File: src/rtl/rfs_pkg.sv
package rfs_pkg;

    typedef enum logic [3:0] {
        ST_IDLE     = 4'd0,
        ST_PD       = 4'd1,
        ST_PD_EXIT  = 4'd2,
        ST_PRE      = 4'd3,
        ST_TRP      = 4'd4,
        ST_REF      = 4'd5,
        ST_TRC      = 4'd6,
        ST_SR_PRE   = 4'd7,
        ST_SR_TRP   = 4'd8,
        ST_SR_ENTER = 4'd9,
        ST_SR       = 4'd10,
        ST_SR_EXIT  = 4'd11
    } rfs_state_e;

    typedef struct packed {
        logic cs_n;
        logic ras_n;
        logic cas_n;
        logic we_n;
        logic cke;
        logic a10;
    } rfs_cmd_t;

    function automatic rfs_cmd_t rfs_decode(rfs_state_e s);
        rfs_cmd_t c;
        c = '{cs_n: 1'b0, ras_n: 1'b1, cas_n: 1'b1, we_n: 1'b1, cke: 1'b1, a10: 1'b0};
        case (s)
            ST_PRE, ST_SR_PRE: begin
                c.ras_n = 1'b0;
                c.we_n  = 1'b0;
                c.a10   = 1'b1;
            end
            ST_REF: begin
                c.ras_n = 1'b0;
                c.cas_n = 1'b0;
            end
            ST_SR_ENTER: begin
                c.ras_n = 1'b0;
                c.cas_n = 1'b0;
                c.cke   = 1'b0;
            end
            ST_PD, ST_SR: c.cke = 1'b0;
            default: ;
        endcase
        return c;
    endfunction

    function automatic logic in_self_refresh(rfs_state_e s);
        return (s == ST_SR_PRE) || (s == ST_SR_TRP) || (s == ST_SR_ENTER)
            || (s == ST_SR) || (s == ST_SR_EXIT);
    endfunction

endpackage

File: src/rtl/rfs_interval_timer.sv
module rfs_interval_timer #(
    parameter int REF_W = 6,
    parameter int SHIFT = 9,
    parameter int BASE  = 15
) (
    input  logic             clk,
    input  logic             rst,
    input  logic [REF_W-1:0] ref_n,
    input  logic             block,
    input  logic             accept,
    output logic             pending
);
    localparam int CW = REF_W + SHIFT + 1;

    logic [CW-1:0] cnt_q;
    logic [CW-1:0] reload_val;
    logic          expire;
    logic          pend_q;

    assign reload_val = (CW'(ref_n) << SHIFT) + CW'(BASE - 1);
    assign expire     = (cnt_q == '0);
    assign pending    = pend_q;

    always_ff @(posedge clk) begin
        if (rst) begin
            cnt_q  <= reload_val;
            pend_q <= 1'b0;
        end else begin
            cnt_q  <= expire ? reload_val : cnt_q - 1'b1;
            pend_q <= (pend_q & ~accept & ~block) | (expire & ~block);
        end
    end

    logic [CW-1:0] gap_q;
    logic [CW-1:0] ivl_q;

    always_ff @(posedge clk) begin
        if (rst) begin
            gap_q <= '0;
            ivl_q <= reload_val;
        end else if (expire) begin
            gap_q <= '0;
            ivl_q <= reload_val;
        end else begin
            gap_q <= gap_q + 1'b1;
        end
    end

    a_r1_interval: assert property (@(posedge clk) disable iff (rst)
        expire |-> (gap_q == ivl_q));

    a_r9_no_queue: assert property (@(posedge clk) disable iff (rst)
        (pend_q && expire && !accept && !block) |=> pend_q);

endmodule

File: src/rtl/rfs_delay_timer.sv
module rfs_delay_timer #(
    parameter int DLY_W = 3
) (
    input  logic             clk,
    input  logic             rst,
    input  logic             load,
    input  logic [DLY_W-1:0] load_val,
    output logic             zero
);
    logic [DLY_W-1:0] cnt_q;

    always_ff @(posedge clk) begin
        if (rst)
            cnt_q <= '0;
        else if (load)
            cnt_q <= load_val;
        else if (cnt_q != '0)
            cnt_q <= cnt_q - 1'b1;
    end

    assign zero = (cnt_q == '0);

endmodule

File: src/rtl/rfs_ctrl_fsm.sv
module rfs_ctrl_fsm
    import rfs_pkg::*;
#(
    parameter int DLY_W = 3
) (
    input  logic             clk,
    input  logic             rst,
    input  logic [DLY_W-1:0] cfg_trp,
    input  logic [DLY_W-1:0] cfg_trc,
    input  logic             cfg_pd_en,
    input  logic             cfg_self_ref,
    input  logic             acc_req,
    input  logic             acc_busy,
    input  logic             pending,
    input  logic             dly_zero,
    output rfs_state_e       state_q,
    output logic             accept,
    output logic             sr_block,
    output logic             dly_load,
    output logic [DLY_W-1:0] dly_val,
    output logic             acc_gnt
);
    rfs_state_e state_d;

    always_comb begin
        state_d  = state_q;
        accept   = 1'b0;
        dly_load = 1'b0;
        dly_val  = cfg_trp;
        case (state_q)
            ST_IDLE: begin
                if (acc_busy)
                    state_d = ST_IDLE;
                else if (cfg_self_ref)
                    state_d = ST_SR_PRE;
                else if (pending) begin
                    state_d = ST_PRE;
                    accept  = 1'b1;
                end else if (cfg_pd_en && !acc_req)
                    state_d = ST_PD;
            end
            ST_PD: begin
                if (acc_req || acc_busy || pending || cfg_self_ref || !cfg_pd_en)
                    state_d = ST_PD_EXIT;
            end
            ST_PD_EXIT: state_d = ST_IDLE;
            ST_PRE: begin
                state_d  = ST_TRP;
                dly_load = 1'b1;
            end
            ST_TRP: begin
                if (dly_zero)
                    state_d = ST_REF;
            end
            ST_REF, ST_SR_EXIT: begin
                if (cfg_trc == '0)
                    state_d = ST_IDLE;
                else begin
                    state_d  = ST_TRC;
                    dly_load = 1'b1;
                    dly_val  = cfg_trc - 1'b1;
                end
            end
            ST_TRC: begin
                if (dly_zero)
                    state_d = ST_IDLE;
            end
            ST_SR_PRE: begin
                state_d  = ST_SR_TRP;
                dly_load = 1'b1;
            end
            ST_SR_TRP: begin
                if (dly_zero)
                    state_d = ST_SR_ENTER;
            end
            ST_SR_ENTER: state_d = ST_SR;
            ST_SR: begin
                if (!cfg_self_ref)
                    state_d = ST_SR_EXIT;
            end
            default: state_d = ST_IDLE;
        endcase
    end

    always_ff @(posedge clk) begin
        if (rst)
            state_q <= ST_IDLE;
        else
            state_q <= state_d;
    end

    assign sr_block = in_self_refresh(state_q);
    assign acc_gnt  = (state_q == ST_IDLE) && !acc_busy && !pending && !cfg_self_ref;

    logic [DLY_W:0] since_pre_q;
    logic [DLY_W:0] since_ref_q;

    always_ff @(posedge clk) begin
        if (rst) begin
            since_pre_q <= '0;
            since_ref_q <= '0;
        end else begin
            if (state_q == ST_PRE || state_q == ST_SR_PRE)
                since_pre_q <= '0;
            else if (state_q == ST_TRP || state_q == ST_SR_TRP)
                since_pre_q <= since_pre_q + 1'b1;
            if (state_q == ST_REF || state_q == ST_SR_EXIT)
                since_ref_q <= '0;
            else if (state_q == ST_TRC)
                since_ref_q <= since_ref_q + 1'b1;
        end
    end

    a_r2_idle_before_pre: assert property (@(posedge clk) disable iff (rst)
        (state_q == ST_PRE) |-> !$past(acc_busy));

    a_r3_trp_gap: assert property (@(posedge clk) disable iff (rst)
        (state_q == ST_REF || state_q == ST_SR_ENTER)
            |-> (since_pre_q == (DLY_W+1)'(cfg_trp) + 1'b1));

    a_r4_trc_gap: assert property (@(posedge clk) disable iff (rst)
        (state_q == ST_IDLE && ($past(state_q) == ST_REF || $past(state_q) == ST_TRC))
            |-> (since_ref_q == (DLY_W+1)'(cfg_trc)));

    a_r6_pd_exit_cycle: assert property (@(posedge clk) disable iff (rst)
        (state_q == ST_IDLE) |-> ($past(state_q) != ST_PD));

endmodule

File: src/rtl/sdram_refresh_sched.sv
module sdram_refresh_sched
    import rfs_pkg::*;
#(
    parameter int REF_W = 6,
    parameter int DLY_W = 3,
    parameter int SHIFT = 9,
    parameter int BASE  = 15
) (
    input  logic             clk,
    input  logic             rst,
    input  logic [REF_W-1:0] cfg_ref_n,
    input  logic [DLY_W-1:0] cfg_trp,
    input  logic [DLY_W-1:0] cfg_trc,
    input  logic             cfg_pd_en,
    input  logic             cfg_self_ref,
    input  logic             acc_req,
    input  logic             acc_busy,
    output logic             acc_gnt,
    output logic             cmd_cs_n,
    output logic             cmd_ras_n,
    output logic             cmd_cas_n,
    output logic             cmd_we_n,
    output logic             cmd_cke,
    output logic             cmd_a10,
    output logic             ref_pending,
    output logic [3:0]       fsm_state
);
    rfs_state_e       state;
    rfs_cmd_t         cmd;
    logic             accept;
    logic             sr_block;
    logic             dly_load;
    logic [DLY_W-1:0] dly_val;
    logic             dly_zero;

    rfs_interval_timer #(.REF_W(REF_W), .SHIFT(SHIFT), .BASE(BASE)) u_ivl (
        .clk     (clk),
        .rst     (rst),
        .ref_n   (cfg_ref_n),
        .block   (sr_block),
        .accept  (accept),
        .pending (ref_pending)
    );

    rfs_delay_timer #(.DLY_W(DLY_W)) u_dly (
        .clk      (clk),
        .rst      (rst),
        .load     (dly_load),
        .load_val (dly_val),
        .zero     (dly_zero)
    );

    rfs_ctrl_fsm #(.DLY_W(DLY_W)) u_fsm (
        .clk          (clk),
        .rst          (rst),
        .cfg_trp      (cfg_trp),
        .cfg_trc      (cfg_trc),
        .cfg_pd_en    (cfg_pd_en),
        .cfg_self_ref (cfg_self_ref),
        .acc_req      (acc_req),
        .acc_busy     (acc_busy),
        .pending      (ref_pending),
        .dly_zero     (dly_zero),
        .state_q      (state),
        .accept       (accept),
        .sr_block     (sr_block),
        .dly_load     (dly_load),
        .dly_val      (dly_val),
        .acc_gnt      (acc_gnt)
    );

    assign cmd       = rfs_decode(state);
    assign cmd_cs_n  = cmd.cs_n;
    assign cmd_ras_n = cmd.ras_n;
    assign cmd_cas_n = cmd.cas_n;
    assign cmd_we_n  = cmd.we_n;
    assign cmd_cke   = cmd.cke;
    assign cmd_a10   = cmd.a10;
    assign fsm_state = state;

    a_r7_sr_quiet: assert property (@(posedge clk) disable iff (rst)
        (state == ST_SR) |-> (!ref_pending && !cmd_cke));

    a_r5_gnt_only_idle: assert property (@(posedge clk) disable iff (rst)
        acc_gnt |-> (cmd_cke && !ref_pending && !acc_busy));

endmodule

File: config.mk
export PLATFORM = sky130hd
export DESIGN_NAME = sdram_refresh_sched
export DESIGN_NICKNAME = d
export VERILOG_FILES = /design/src/rtl/rfs_pkg.sv /design/src/rtl/rfs_interval_timer.sv /design/src/rtl/rfs_delay_timer.sv /design/src/rtl/rfs_ctrl_fsm.sv /design/src/rtl/sdram_refresh_sched.sv
export SDC_FILE = /design/constraint.sdc
export NUM_CORES = 1
export LEC_CHECK = 0
export BUFFER_PORTS_ARGS = -buffer_cell sky130_fd_sc_hd__buf_2
export CAP_MARGIN = 20
export CORE_MARGIN = 1.5
export CORE_UTILIZATION = 35
export DETAILED_ROUTE_END_ITERATION = 10
export GPL_ROUTABILITY_DRIVEN = 0
export HOLD_SLACK_MARGIN = 0.08
export PLACE_DENSITY_LB_ADDON = 0.1
export REMOVE_ABC_BUFFERS = 1
export SYNTH_ARGS = -nofsm -noshare
export SYNTH_HDL_FRONTEND = slang
export SYNTH_SLANG_ARGS = --single-unit
File: constraint.sdc
create_clock -name clk -period 2.6 [get_ports clk]
set_clock_uncertainty 0.2 [all_clocks]
set_input_delay 0.52 -clock clk [delete_from_list [all_inputs] [get_ports clk]]
set_output_delay 0.52 -clock clk [all_outputs]
set_load 0.02 [all_outputs]
# Word-level counts from Yosys, hierarchy flattened
# Cells that the tools add are included.
[totals]
output_inout_bits = 12
in_bits = 18
reg_bits = 24
elab_cells = 87
[op_classes]
mux = 28
n_reduce_logical = 29
bitwise = 6
add_sub_neg = 4
n_eq_ne = 16
[ops]
columns = ["operator", "count"]
rows = [
  ["$pmux 4 s10", 1],
  ["$mux 4", 9],
  ["$mux 16", 2],
  ["$add 15x4->16 const B", 1],
  ["$eq 4x3->1 const B", 4],
  ["$eq 4x4->1 const B", 4],
  ["$logic_not 16->1", 1],
  ["$sub 16x1->16 const B", 1],
  ["$mux 3", 5],
  ["$mux 1", 10],
  ["$logic_or 1x1->1", 8],
  ["$ne 2x2->1 const B", 4],
  ["$logic_not 3->1", 2],
  ["$reduce_and 6->1", 1],
  ["$reduce_or 2->1", 3],
  ["$sub 3x1->3 const B", 2],
  ["$logic_not 1->1", 5],
  ["$ne 5x4->1 const B", 1],
  ["$eq 4x1->1 const B", 1],
  ["$eq 4x2->1 const B", 1],
  ["$logic_and 1x1->1", 4],
  ["$logic_not 4->1", 1],
  ["$reduce_or 4->1", 1],
  ["$and 1x1->1", 3],
  ["7 further kinds", 8],
]

# Longest topological paths before layout
[depth]
ltp_word = 8
depth_mapped = 7
ltp_nobuf = 6

# Modules after synthesis
# From an unflattened synthesis, not the netlist that was laid out.
[unflattened]
hier_cells = 176
hier_area_um2 = 1577.8
[by_module_without_submodules]
columns = ["module", "cells_each", "area_per_inst_um2", "instances"]
rows = [
  ["rfs_interval_timer", 83, 847.1, 1],
  ["rfs_ctrl_fsm", 58, 449.2, 1],
  ["rfs_delay_timer", 22, 206.4, 1],
  ["sdram_refresh_sched", 13, 75.1, 1],
]

# Worst setup path before layout
# No wires, ideal clock.
[synth_path]
path_kind = "flip-flop to output port"
from = "reg u_fsm.state_q[3]"
to = "out cmd_ras_n"
path_buffers = 1
required_ps = 1880
stages_incl_launch_ff = 5
slack_ps = 426
t_arrival_ps = 1454
path_cell_list = "dfxtp_1 > buf_6 > nor2b_1 > o21bai_1 > and2_1"
[synth_between]
elab_chain_len = 3
word_cells_on_any_way = 6
classes_between = "eq/ne: 4; mux: 1; reduce/logical: 1"
[synth_rtl]
columns = ["item", "line", "text"]
rows = [
  ["start, declared", "rfs_ctrl_fsm.sv:16", "output rfs_state_e state_q,"],
  ["start signal, assigned", "rfs_ctrl_fsm.sv:89", "state_q <= state_d;"],
  ["$eq 4x3->1 (tied with other cells)", "--", ""],
  ["$reduce_or 4->1 (no source line) *", "--", ""],
  ["$mux 1 *", "rfs_pkg.sv:30", "case (s)"],
  ["end, declared", "sdram_refresh_sched.sv:20", "output logic cmd_ras_n,"],
]
# Every way passes the cells marked *; elsewhere a longest branch is shown, timed or not.

# Worst setup path after layout
[layout_path]
from = "reg u_fsm.state_q[1]"
to = "out cmd_a10"
[layout_between]
elab_chain_len = 3
word_cells_on_any_way = 4
classes_between = "eq/ne: 2; mux: 1; reduce/logical: 1"
[layout_rtl]
columns = ["item", "line", "text"]
rows = [
  ["$eq 4x2->1 or $eq 4x3->1 (tied branches)", "--", ""],
  ["$reduce_or 2->1 (no source line) *", "--", ""],
  ["$mux 1 *", "rfs_pkg.sv:30", ""],
  ["end, declared", "sdram_refresh_sched.sv:24", "output logic cmd_a10,"],
]
# Marked as above.

==> impl_metrics.py <==
metrics = {
    "status": {
        "status": "finished clean",
    },
    "yosys": {
        "netlist_area_mm2": 0.001545,
        "synthCells": 170,
        "ys_ff_latch": 24,
        "ys_seq_area_share_pct": 31.09,
        "synth_top_area_cell": "dfxtp_1",
        "synth_cell_types": 58,
        "yosysWarnings": 0,
        "synth_enable_flop_cells": 0,
        "synthTopCellsByArea": "dfxtp_1, nor2_1, xnor2_1",
        "yosysTopAreaCellShare_pct": 31.09,
        "synth_ff_type": "dfxtp_1",
        "syn_area_per_cell_um2": 9.090,
        "ys_async_sr_fraction_pct": 0,
    },
    "cts": {
        "numCtsBuffers": 3,
        "cts_tree": "built",
        "clk_pin_slew_ns": 0.09,
        "cts_hold_buf": 0,
        "cts.sinks": 24,
        "clkLatencyLatePin_ns": 0.26,
        "cts_root_buffer": "clkbuf_8",
        "htree_levels": 1,
        "cts_max_path_buffers": 2,
    },
    "critical_path": {
        "crit_arrival_ns": 1.65,
        "startpoint_type": "register",
        "critPathKind": "register to primary output",
        "cp_max_fo": 11,
        "crit_required_ns": 1.88,
        "cp-end-kind": "primary output",
    },
    "route": {
        "first_iter_violations": 92,
        "dr.pass1.iters": 4,
        "antenna_left": 0,
        "vias_per_cell": 5.122,
        "wire_per_inst_um": 13.00,
        "wirelength_um": 3198,
        "vias": 1260,
        "drc": 0,
    },
    "final_layout": {
        "multi_input_area_um2": 968.4,
        "layout-drive-gt1-share_pct": 28.06,
        "final_nets": 220,
        "fillers": 414,
        "area_delta_synth_final_pct": 14.90,
        "postLayoutCellArea_mm2": 0.001775,
        "antennaDiodeCount": 0,
        "register_area_um2": 480.5,
    },
    "power": {
        "power_per_cell_area_mw_per_mm2": 765.4,
        "vdd_ir_drop_max_mv": 0.3494,
        "p_clk_share_pct": 23.7,
        "p_comb_share_pct": 38.6,
        "power.switching_w": 0.0004777,
        "pwr-share-seq_pct": 37.8,
        "p_leak_nw": 0.7408,
        "switching_share_pct": 35.15,
        "cellInternalPower_w": 0.0008812,
    },
    "job": {
        "cap_violations": 0,
    },
    "global_route": {
        "grt_max_degree": 15,
        "overflow": 0,
        "grt_pass1_vias": 1241,
        "antenna_found_initial": 0,
        "grt_pass1_wl_um": 5492,
        "grt_usage_pct": 13.64,
    },
    "timing": {
        "final_hold_viol_count": 0,
        "setup_tns_ns": 0,
        "fin_crit_ns": 2.367,
        "slew_violations": 0,
        "timing.hold.ws_ns": 0.2602,
        "period_share_pct": 91.04,
        "fmax_mhz": 422.5,
        "rsz0062_at_grt": "no",
        "finalSetupViolations": 0,
    },
    "floorplan": {
        "die_height_um": 69.45,
        "coreArea_mm2": 0.004115,
        "die_w_um": 69.45,
        "rows": 23,
        "die_area_mm2": 0.004823,
        "start_util_pct": 37.55,
        "io_pins": 30,
    },
    "placed_design": {
        "dpl_cell_area_mm2": 0.001702,
        "dpl.hpwl_um": 2496,
        "port_buffers": 28,
    },
    "min_path": {
        "hold_path.class": "primary input to register",
    },
}
-- registers in the layout (all words and copies together) (netlist names) --
signal,flops
u_dly.cnt_q,3
u_fsm.state_q,4
u_ivl.cnt_q,16
u_ivl.pending,1
-- worst paths after layout --
| kind | from | to | slack [ns] | cells after the start |
|---|---|---|---|---|
| setup reg to reg | u_ivl.cnt_q[0] | u_ivl.cnt_q[3] | 0.54 | 6 |
| hold / removal | cfg_trc[0] | u_dly.cnt_q[0] | 0.26 | 2 |
| hold reg to reg | u_ivl.cnt_q[15] | u_ivl.cnt_q[15] | 0.29 | 2 |
| setup / recovery | u_fsm.state_q[1] | cmd_a10 | 0.23 | 4 |
-- through the flow --
stage                power, W  util [%]  setup WS [ns]  cells
global route         0.001459     43.14         0.1097    246
CTS                  0.001375     43.08         0.1722    246
detailed placement   0.001047     41.35         0.4806    242
global placement     0.001033     41.35         0.5150    242
floorplan           0.0009094         -         0.3935    163
finish               0.001359     43.14         0.2329    246
-- Yosys cell counts (3+ instances only) --
library cell  count
or3_1             3
mux2_2            3
dfxtp_1          24
nor2b_1           6
nor3_1            6
ha_1              5
xor2_1            4
a21oi_1           4
nand2b_1          3
nand4_1           4
inv_1            11
nand3_1           4
xnor2_1           8
buf_6             3
and3_1            3
nand2_1           8
nor2_1           19
-- worst max-delay path, cell delays in order, from the launching register on --
cell      delay (ns)
dfxtp_1         0.55
nand2_1         0.13
or2_2           0.34
clkinv_1        0.17
buf_2           0.20
-- cells in the final DEF, fill, tap and decap left out, drive strengths merged, types with 3 or more instances in the layout --
master  count
and3        3
nand4       4
clkbuf      3
mux2        3
or3         3
dfxtp      24
nand2b      3
nor2b       6
xor2        4
nand2       8
a21oi       4
nor4        3
nor3        7
inv        11
nor2       19
ha          5
nand3       4
xnor2       8
o31a        3
buf        29
-- kinds of logic (layout without fill, tap and decap cells) --
group           count (synthesis)  in the layout  synth area share, %
mux                             5              5                3.482
fa+ha+maj                       5              5                4.049
other cells                     1              1               0.2427
flops                          24             24                31.09
simple gates                   71             71                27.53
buf+inv                        19             45                6.396
compound gates                 33             33                20.41
xor+xnor                       12             12                6.802
-- metal layers --
| layer | track usage, % | share of wire (%) |
|---|---|---|
| met3 | 1.599 | 4.5 |
| met1 | 17.25 | 47 |
| met4 | 4.575 | 1.2 |
| met5 | 0 | 0 |
| met2 | 23.93 | 47 |
-- final cells by class --
class	count	area share, %
multi-input cells	127	54.55
flip-flops and latches	24	27.06
repair buffers	29	8.316
well taps	50	3.524
inverters	12	2.537
clock buffers	3	2.326
clock inverters	1	1.691
-- power groups by stage --
stage | Clock (W) | Sequential, W | Combinational, W
2_1_floorplan | 0 | 0.000522 | 0.000388
3_3_place_gp | 0 | 0.000514 | 0.000519
3_5_place_dp | 0 | 0.000519 | 0.000528
4_1_cts | 0.000335 | 0.000510 | 0.000530
5_1_grt | 0.000349 | 0.000527 | 0.000582
6_report | 0.000322 | 0.000514 | 0.000524
-- what timing repair did --
| action | in CTS | in global routing |
|---|---|---|
| setup endpoints to repair | 0 | 1 |
| buffers inserted | 0 | 0 |
| gates resized for setup | 0 | 1 |
No activity file was read; power rests on OpenSTA's default activity.
